$ cat src/rtl/es_pkg.sv
package es_pkg;

  // Slip decision taken at a read-side frame boundary.
  typedef struct packed {
    logic under;  // frame repeated
    logic over;   // frame skipped
  } slip_ev_t;

  // Backplane timeslot (rate-converted) to line timeslot, skipping
  // every drop-th line slot starting with slot 0.
  function automatic int unsigned bp_to_line_slot(int unsigned ts, int unsigned drop);
    return drop * (ts / (drop - 1)) + (ts % (drop - 1)) + 1;
  endfunction

endpackage

$ cat src/rtl/es_wr_ctrl.sv
module es_wr_ctrl #(
  parameter int PW = 8
) (
  input  logic          clk,
  input  logic          rst_n,
  input  logic          wr_en,
  input  logic          wr_fsync,
  input  logic          wr_cas_mf,
  input  logic          wr_crc_mf,
  output logic [PW:0]   waddr,
  output logic [PW:0]   wptr,
  output logic [1:0]    tag_cas,
  output logic [1:0]    tag_crc
);

  localparam int AW = PW + 1;

  logic [AW-1:0] wptr_q, wptr_d;
  logic [1:0]    cas_q, cas_d, crc_q, crc_d;
  logic          realign;

  always_comb begin
    realign = wr_fsync && (wptr_q[PW-1:0] != '0);
    waddr   = realign ? {~wptr_q[AW-1], {PW{1'b0}}} : wptr_q;
    wptr_d  = wr_en ? waddr + AW'(1) : wptr_q;
  end

  // One tag register pair per frame slot, written with the frame's first bit.
  for (genvar s = 0; s < 2; s++) begin : g_tag
    always_comb begin
      cas_d[s] = cas_q[s];
      crc_d[s] = crc_q[s];
      if (wr_en && (waddr[PW-1:0] == '0) && (waddr[AW-1] == 1'(s))) begin
        cas_d[s] = wr_cas_mf;
        crc_d[s] = wr_crc_mf;
      end
    end
  end

  always_ff @(posedge clk or negedge rst_n) begin
    if (!rst_n) begin
      wptr_q <= '0;
      cas_q  <= '0;
      crc_q  <= '0;
    end else begin
      wptr_q <= wptr_d;
      cas_q  <= cas_d;
      crc_q  <= crc_d;
    end
  end

  assign wptr    = wptr_q;
  assign tag_cas = cas_q;
  assign tag_crc = crc_q;

  // a frame sync always lands the written bit at position 0
  a_r10_fsync_aligns: assert property (@(posedge clk) disable iff (!rst_n)
    (wr_en && wr_fsync) |=> (wptr_q[PW-1:0] == PW'(1)));

endmodule

$ cat src/rtl/es_bit_ram.sv
module es_bit_ram #(
  parameter int DEPTH = 512,
  parameter int AW    = 9
) (
  input  logic          clk,
  input  logic          we,
  input  logic [AW-1:0] waddr,
  input  logic          wdata,
  input  logic [AW-1:0] raddr,
  output logic          rdata
);

  logic mem [DEPTH];

  always_ff @(posedge clk) begin
    if (we) mem[waddr] <= wdata;
  end

  assign rdata = mem[raddr];

endmodule

$ cat src/rtl/es_rd_ctrl.sv
module es_rd_ctrl import es_pkg::*; #(
  parameter int TS_BITS    = 8,
  parameter int N_TS       = 32,
  parameter int DROP_EVERY = 4,
  parameter int GUARD      = 64
) (
  input  logic                                 clk,
  input  logic                                 rst_n,
  input  logic                                 rd_en,
  input  logic                                 t1_mode,
  input  logic                                 recenter,
  input  logic [$clog2(TS_BITS*N_TS):0]        wptr,
  output logic [$clog2(TS_BITS*N_TS):0]        raddr,
  output logic                                 fbit,
  output logic                                 frame_start,
  output slip_ev_t                             slip,
  output logic                                 cur_slot
);

  localparam int FRAME_BITS = TS_BITS * N_TS;
  localparam int PW         = $clog2(FRAME_BITS);
  localparam int AW         = PW + 1;
  localparam int DEPTH      = 2 * FRAME_BITS;
  localparam int TW         = $clog2(TS_BITS);
  localparam int SW         = $clog2(N_TS);
  localparam int BP_LEN     = 1 + (N_TS - N_TS / DROP_EVERY) * TS_BITS;

  logic [PW-1:0] rcnt_q, rcnt_d;
  logic          rframe_q, rframe_d;
  logic [AW-1:0] depth;
  logic          at_start, last, strobe;
  logic [PW-1:0] k;
  logic [SW-1:0] bp_ts, line_ts;
  logic [PW-1:0] pos;
  slip_ev_t      raw;

  always_comb begin
    at_start  = (rcnt_q == '0);
    strobe    = rd_en && !recenter;
    depth     = wptr - {rframe_q, {PW{1'b0}}};
    raw.under = at_start && (depth < AW'(GUARD));
    raw.over  = at_start && (depth >= AW'(DEPTH - GUARD));
    cur_slot  = (raw.under || raw.over) ? ~rframe_q : rframe_q;

    k       = rcnt_q - PW'(1);
    bp_ts   = k[PW-1:TW];
    line_ts = SW'(bp_to_line_slot(32'(bp_ts), DROP_EVERY));
    if (t1_mode) pos = at_start ? '0 : {line_ts, k[TW-1:0]};
    else         pos = rcnt_q;
    raddr = {cur_slot, pos};

    fbit        = t1_mode && at_start;
    frame_start = strobe && at_start;
    slip.under  = strobe && raw.under;
    slip.over   = strobe && raw.over;
    last        = t1_mode ? (rcnt_q >= PW'(BP_LEN - 1)) : (rcnt_q == {PW{1'b1}});
  end

  always_comb begin
    rcnt_d   = rcnt_q;
    rframe_d = rframe_q;
    if (recenter) begin
      rcnt_d   = '0;
      rframe_d = ~wptr[AW-1];
    end else if (rd_en) begin
      if (last) begin
        rcnt_d   = '0;
        rframe_d = ~cur_slot;
      end else begin
        rcnt_d   = rcnt_q + PW'(1);
        rframe_d = cur_slot;
      end
    end
  end

  always_ff @(posedge clk or negedge rst_n) begin
    if (!rst_n) begin
      rcnt_q   <= '0;
      rframe_q <= 1'b1;
    end else begin
      rcnt_q   <= rcnt_d;
      rframe_q <= rframe_d;
    end
  end

endmodule

$ cat src/rtl/e1_elastic_store.sv
module e1_elastic_store import es_pkg::*; #(
  parameter int TS_BITS    = 8,
  parameter int N_TS       = 32,
  parameter int DROP_EVERY = 4,
  parameter int GUARD      = 64
) (
  input  logic clk,
  input  logic rst_n,
  input  logic wr_en,
  input  logic wr_bit,
  input  logic wr_fsync,
  input  logic wr_cas_mf,
  input  logic wr_crc_mf,
  input  logic rd_en,
  input  logic t1_mode,
  input  logic msync_en,
  input  logic msync_crc,
  input  logic recenter,
  input  logic clr_status,
  output logic rd_bit,
  output logic rd_fsync,
  output logic rd_msync,
  output logic slip_pulse,
  output logic slip_under,
  output logic slip_over
);

  localparam int FRAME_BITS = TS_BITS * N_TS;
  localparam int PW         = $clog2(FRAME_BITS);
  localparam int AW         = PW + 1;
  localparam int DEPTH      = 2 * FRAME_BITS;

  // Asynchronous assertion, synchronous release.
  logic [1:0] rsync_q;
  logic       rst_sync_n;
  always_ff @(posedge clk or negedge rst_n) begin
    if (!rst_n) rsync_q <= '0;
    else        rsync_q <= {rsync_q[0], 1'b1};
  end
  assign rst_sync_n = rsync_q[1];

  logic [AW-1:0] waddr, wptr, raddr;
  logic [1:0]    tag_cas, tag_crc;
  logic          ram_q, fbit, frame_start, cur_slot;
  slip_ev_t      slip;

  es_wr_ctrl #(.PW(PW)) u_wr (
    .clk(clk), .rst_n(rst_sync_n), .wr_en(wr_en), .wr_fsync(wr_fsync),
    .wr_cas_mf(wr_cas_mf), .wr_crc_mf(wr_crc_mf), .waddr(waddr), .wptr(wptr),
    .tag_cas(tag_cas), .tag_crc(tag_crc)
  );

  es_bit_ram #(.DEPTH(DEPTH), .AW(AW)) u_ram (
    .clk(clk), .we(wr_en), .waddr(waddr), .wdata(wr_bit),
    .raddr(raddr), .rdata(ram_q)
  );

  es_rd_ctrl #(
    .TS_BITS(TS_BITS), .N_TS(N_TS), .DROP_EVERY(DROP_EVERY), .GUARD(GUARD)
  ) u_rd (
    .clk(clk), .rst_n(rst_sync_n), .rd_en(rd_en), .t1_mode(t1_mode),
    .recenter(recenter), .wptr(wptr), .raddr(raddr), .fbit(fbit),
    .frame_start(frame_start), .slip(slip), .cur_slot(cur_slot)
  );

  logic bit_d, fs_d, ms_d, pulse_d, under_d, over_d, tag_sel;

  always_comb begin
    tag_sel = msync_crc ? tag_crc[cur_slot] : tag_cas[cur_slot];
    bit_d   = rd_bit;
    fs_d    = rd_fsync;
    ms_d    = rd_msync;
    if (rd_en && !recenter) begin
      bit_d = fbit ? 1'b1 : ram_q;
      fs_d  = frame_start;
      ms_d  = frame_start && msync_en && tag_sel;
    end
    pulse_d = slip.under || slip.over;
    under_d = slip.under ? 1'b1 : (clr_status ? 1'b0 : slip_under);
    over_d  = slip.over  ? 1'b1 : (clr_status ? 1'b0 : slip_over);
  end

  always_ff @(posedge clk or negedge rst_sync_n) begin
    if (!rst_sync_n) begin
      rd_bit     <= 1'b0;
      rd_fsync   <= 1'b0;
      rd_msync   <= 1'b0;
      slip_pulse <= 1'b0;
      slip_under <= 1'b0;
      slip_over  <= 1'b0;
    end else begin
      rd_bit     <= bit_d;
      rd_fsync   <= fs_d;
      rd_msync   <= ms_d;
      slip_pulse <= pulse_d;
      slip_under <= under_d;
      slip_over  <= over_d;
    end
  end

  // outputs hold when no read strobe was given
  a_r3_hold: assert property (@(posedge clk) disable iff (!rst_sync_n)
    !rd_en |=> ($stable(rd_bit) && $stable(rd_fsync) && $stable(rd_msync)));
  // every slip pulse comes with a direction flag
  a_r4_r5_pulse_has_dir: assert property (@(posedge clk) disable iff (!rst_sync_n)
    slip_pulse |-> (slip_under || slip_over));
  // slip pulse is a single cycle
  a_r6_single_pulse: assert property (@(posedge clk) disable iff (!rst_sync_n)
    slip_pulse |=> !slip_pulse);
  // flags are sticky until cleared
  a_r6_sticky_under: assert property (@(posedge clk) disable iff (!rst_sync_n)
    (slip_under && !clr_status) |=> slip_under);
  a_r6_sticky_over: assert property (@(posedge clk) disable iff (!rst_sync_n)
    (slip_over && !clr_status) |=> slip_over);
  // the framing bit of a 193-bit frame is one
  a_r8_fbit_one: assert property (@(posedge clk) disable iff (!rst_sync_n)
    (t1_mode && $stable(t1_mode) && rd_fsync) |-> rd_bit);
  // multiframe sync only on a frame's first bit
  a_r9_msync_on_frame: assert property (@(posedge clk) disable iff (!rst_sync_n)
    rd_msync |-> rd_fsync);

endmodule

$ cat config.mk
export PLATFORM = sky130hd
export DESIGN_NAME = e1_elastic_store
export DESIGN_NICKNAME = d
export VERILOG_FILES = /design/src/rtl/es_pkg.sv /design/src/rtl/es_wr_ctrl.sv /design/src/rtl/es_bit_ram.sv /design/src/rtl/es_rd_ctrl.sv /design/src/rtl/e1_elastic_store.sv
export SDC_FILE = /design/constraint.sdc
export NUM_CORES = 1
export LEC_CHECK = 0
export BUFFER_PORTS_ARGS = -buffer_cell sky130_fd_sc_hd__buf_2
export CAP_MARGIN = 25
export CORE_ASPECT_RATIO = 0.7
export CORE_MARGIN = 1.5
export CORE_UTILIZATION = 35
export DETAILED_ROUTE_END_ITERATION = 8
export SYNTH_ARGS = -nofsm -noshare
export SYNTH_HDL_FRONTEND = slang
export SYNTH_SLANG_ARGS = --single-unit
$ cat constraint.sdc
create_clock -name clk -period 1.25 [get_ports clk]
set_input_delay 0.1875 -clock clk [delete_from_list [all_inputs] [get_ports clk]]
set_output_delay 0.1875 -clock clk [all_outputs]
set_load 0.05 [all_outputs]
After elaboration in Yosys (flattened, before gate mapping) --
Memory sizes are Yosys's and may differ from the RTL's. Cells that the tools add are included. Widths: inputs -> output; s select.
Word-level totals: register bits after elaboration 30, memories 1, logic and storage cells 76, bits in writable memories 512
Memory list:
- u_ram.mem | words 512, width 1, rd ports 1, clocked after Yosys merged registers in 0, wr ports 1, RTL line es_bit_ram.sv:13 | logic mem [DEPTH];
Cells by class: mux-type cells 22, $lt $le $gt $ge 4, bitwise operators 4, div/mod/pow operators 2, add/sub/neg operators 6, reduce and logical (&&, ||, !) cells 22, equality and inequality tests 1
Operator list (count):
- $mux 8 | 5
- $div 5x2->32 const B | 1
- $mod 5x2->32 const B | 1
- $logic_not 8->1 | 2
- $mux 1 | 16
- $logic_and 1x1->1 | 13
- $add 9x1->9 const B | 1
- $ge 9x9->1 const B | 1
- $lt 9x7->1 const B | 1
- $mux 9 | 1
- $sub 9x9->9 | 1
- $add 8x1->8 const B | 1
- $eq 8x8->1 const B | 1
- $ge 8x8->1 const B | 1
- $reduce_bool 8->1 | 1
- $sub 8x1->8 const B | 1
- $reduce_bool 2->1 | 3
- $add 5x1->5 const B | 1
- $add 5x5->5 | 1
- $not 1->1 | 4
- $logic_or 1x1->1 | 2
- $lt 1x2->1 const B | 1
- $logic_not 1->1 | 1

Longest topological paths before layout --
depth in word-level cells 9, mapped depth 38

Cells and area by module --
Synthesis repeated with hierarchy kept, for this count alone.
Unflattened totals: cells, all modules 1965, area total of the unflattened synthesis 25454.4 µm²
Modules (own cells, without submodules):
- es_bit_ram | area each 22589.2 µm², instances 1, cells each 1614, sequential area each 15374.7 µm²
- es_rd_ctrl | area each 1756.7 µm², instances 1, cells each 245, sequential area each 226.5 µm²
- es_wr_ctrl | area each 803.3 µm², instances 1, cells each 85, sequential area each 325.3 µm²
- e1_elastic_store | area each 305.3 µm², instances 1, cells each 21, sequential area each 200.2 µm²

Worst setup path after synthesis --
OpenSTA, ideal clock, no wires.
path kind flip-flop to flip-flop, start register u_rd.rcnt_q[0], end register rd_bit, path slack -5.632 ns, clock period less this slack 6.882 ns, data arrival time 6.748 ns, buffers on the path 10, stages on the path, launching flop included 38, setup time 0.134 ns, cells stage by stage dfrtp_1 > clkbuf_1 > inv_1 > ha_1 > buf_2 > buf_1 > nand2_1 > nor3_1 > a21oi_1 > o21ai_0 > ha_1 > nand2b_1 > a21oi_1 > a211o_1 > o211a_1 > buf_6 > nand2_1 > xor2_1 > (+2 left out) > a211o_1 > mux2_2 > ha_1 > nand2_1 > a31oi_1 > or2_0 > clkbuf_1 > clkbuf_1 > clkbuf_1 > buf_2 > buf_2 > nand3_1 > a31oi_1 > mux2i_1 > mux2i_1 > mux2i_1 > a2111oi_0 > nor3_1
Between the ends: longest elaborated chain between the ends 8
Ends and longest elaborated chain:
- start: declaration | RTL line es_rd_ctrl.sv:28 | logic [PW-1:0] rcnt_q, rcnt_d;
- start signal: assignment | RTL line es_rd_ctrl.sv:81 | rcnt_q <= rcnt_d;
- $sub 8x1->8 | RTL line es_rd_ctrl.sv:45 | k = rcnt_q - PW'(1);
- $mod 5x2->32 / $div 5x2->32 (equally long branches) | RTL line es_pkg.sv:12 | return drop * (ts / (drop - 1)) + (ts % (drop - 1)) + 1;
- $add 5x5->5 | RTL line es_pkg.sv:12
- $add 5x1->5 | RTL line es_pkg.sv:12
- $mux 8 (2 in a row) | RTL line es_rd_ctrl.sv:48 | if (t1_mode) pos = at_start ? '0 : {line_ts, k[TW-1:0]};
- $mem_v2 512x1
- $mux 1 (*) | RTL line e1_elastic_store.sv:74 | bit_d = fbit ? 1'b1 : ram_q;
- end signal: assignment | RTL line e1_elastic_store.sv:92 | rd_bit <= bit_d;
- end: declaration | RTL line e1_elastic_store.sv:20 | output logic rd_bit,
Every way passes the cells marked *; elsewhere a longest branch is shown, timed or not. A chain may end at the register's enable or synchronous reset.

Final worst setup path --
start register u_rd.rcnt_q[4], end register rd_bit
The elaborated chain is that of the path after synthesis.

==> flow_summary.ini <==
[status]
status = finished, violations left
violations = setup timing

[logic_synthesis]
synthTopCellsByArea = edfxtp_1 60%, nand2_1 8.4%, nor2_1 7.8%
yosys_warnings = 0
netlist_area_um2 = 25600
synth_xor_area_frac = 0.00376
synth_top_family_by_area = simple AND/OR/NAND/NOR gates
synthAdderAreaFrac = 0.00538
synthSimpleGateAreaFrac = 0.231
synthFlopType = edfxtp_1
synth_compound_area_frac = 0.0753
synth_edf_count = 512
muxShareOfSynthArea = 0.0196
ys_types = 76
syn-instance-count = 2499
ys_seq_area_frac = 0.630
ys_seq_elements = 542
synthArstFlopShare = 0.0554
synthesis.nets = 2523
synth_area_per_cell_um2 = 10.2
yosys.area.top_type = edfxtp_1
synth.top_cell.area_share = 0.600

[place]
dp_hpwl_mm = 50.8
dpl_cell_area_um2 = 32000
io_buffers = 18
place_congestion = 0.870

[die]
fp.dieArea_um2 = 74800
start_util = 0.355
core_area_um2 = 72000
io_pins = 19
chipHeight_um = 229
std_cell_rows = 82
die_x_um = 326

[critical_path]
crit_type = reg2reg
cp_slowest_stage_delay_ps = 560
critPathArrivalTime_ps = 6520
rrSetupSlack_ps = -4740
cp.required_ps = 1790
worst-path-max-fanout = 17
crit_path_end_kind = flop
start_kind = flop
cp_slowest_cell = mux4_2

[power]
p_per_area_nw_per_um2 = 1310
vdd_drop_max_mv = 1.00
leakage_nw = 13.0

[global_route]
grt_max_degree = 89
grt_pass1_vias = 20900
grt_pass1_wl_mm = 131
grt_usage = 0.233
grt_remaining_overflow = 0
antenna_found_initial = 0

[route]
drt-pass1-iter-count = 6
routed_wl_mm = 94.2
wl_per_cell_um = 24.1
viasPerCell = 5.62
drt_iter0_markers = 2706
drcViolationCount = 0
vias = 21900
ant_nets = 0

[clocking]
worstSkewPairLatency_ps = 640
cts_inserted_buffers = 51
clock_path_buffers = 3
numClockSinks = 542
cts.htree.levels = 2
root_buffer = clkbuf_16
clkSlewWorstSetupHoldPaths_ps = 70
cts_tree = done

[sta]
hold_viol = 0
fmax_mhz = 167
fin_skew_ps = 31.3
setup_viol = 545
fin_crit_ps = 5990
finalCritPeriodShare = 4.79
fin_ws_ps = -4740
finalMaxSlewViolations = 0
rsz0062_at_grt = yes

[min_path]
hold_path.class = in2reg

[layout]
final_cell_mix = 535 x nand2_1, 512 x edfxtp_1, 376 x nor2_4
finalInstanceArea_um2 = 38900
antenna_cells = 0
fin_util = 0.540
layout_commonest_cell = nand2_1
drive_gt1_frac = 0.426
syn2layout_area_growth_pct = 51.9
nets = 2920

[run]
max_cap_violations = 0
metrics by stage:
| stage | setup slack (ps) | power [mW] | setup TNS, ps | hold WS (ps) | std cells |
|---|---|---|---|---|---|
| after detailed placement | -4790 | 32.6 | -345060 | -13.5 | 3648 |
| after global routing | -4960 | 52.5 | -439750 | 138 | 3903 |
| final | -4740 | 50.8 | -408920 | 129 | 3903 |
| after global placement | -4790 | 32.5 | -330740 | -13.0 | 3648 |
| after CTS | -4590 | 49.8 | -403890 | 94.5 | 3843 |
| after floorplan | -4700 | 27.4 | -243400 | -108 | 2499 |
kinds of logic (layout without fill, tap and decap cells):
family                     Yosys count  after routing
buffers and inverters              223            651
AOI/OAI and AO/OA                  254            254
xor gates and xnor gates            11             11
other                                1              1
adders and majority gates           11             11
muxes                               42             42
and+or+nand+nor                   1415           1425
DFF                                542            542
registers in the layout (all words and copies together), names as in the netlist:
register / flops
rd_fsync: 1
rd_bit: 1
u_wr.wptr: 9
u_rd.rcnt_q: 8
slip_pulse: 1
u_rd.rframe_q: 1
rsync_q: 2
rd_msync: 1
u_ram.mem: 512
u_wr.tag_cas: 2
slip_under: 1
u_wr.tag_crc: 2
slip_over: 1
path summary, 6_finish.rpt:
kind                                      from             to  cells after the start
worst min register to register      rsync_q[1]     slip_under                      1
min in group asynchronous           rsync_q[1]     slip_under                      1
worst max-delay path            u_rd.rcnt_q[4]         rd_bit                     28
worst min-delay path                  wr_fsync   u_wr.wptr[2]                      5
worst max register to register  u_rd.rcnt_q[4]         rd_bit                     28
max in group asynchronous           rsync_q[1]  u_rd.rframe_q                      1
per-layer routing:
| metal | wire [µm] | vias up | share of wire | track usage |
|---|---|---|---|---|
| met5 | 0 | - | 0 | 0 |
| met4 | 2760 | 0 | 0.029 | 0.0653 |
| met3 | 10900 | 204 | 0.12 | 0.0753 |
| met1 | 39600 | 11000 | 0.42 | 0.323 |
| li1 | - | 9682 | - | - |
| met2 | 41000 | 1091 | 0.43 | 0.348 |
what timing repair did:
action	in CTS	in global routing
gates resized for setup	349	361
buffers inserted	63	53
endpoints found under the hold margin	32	0
hold buffers	10	0
setup endpoints to repair	544	545
gates cloned	30	22
pin swaps	81	167
cell type report:
type	instances	area, µm²
clock buffers	70	1400
clock inverters	24	238
fillers	5872	33100
inverters	16	76.3
multi-input cells	1744	13000
flip-flops and latches	542	16100
well taps	966	1210
repair buffers	541	6800
where the power goes:
part           switching, mW  internal [mW]
Sequential             0.141           20.0
Combinational           8.39           6.41
Clock                   7.13           8.68
Total                   15.7           35.1
critical path: cells and delay by family, from the launching register on:
family,cells,cell delay [ps]
AO/OA/AOI/OAI,11,1970
multiplexers,4,1280
buffers and inverters,5,820
AND/OR/NAND/NOR,6,770
adder cells (fa/ha/maj),2,610
flip-flops,1,430
synth_stat cells (all sizes together) (11+ instances only):
master / n
dfrtp: 29
and3: 72
a211oi: 19
a31oi: 54
nor3: 20
inv: 16
buf: 47
clkbuf: 160
ha: 11
a311oi: 77
nor2: 533
nand2: 575
edfxtp: 512
mux2i: 27
o21ai: 24
nand3: 162
a21oi: 17
(Power assumes the default switching activity.)
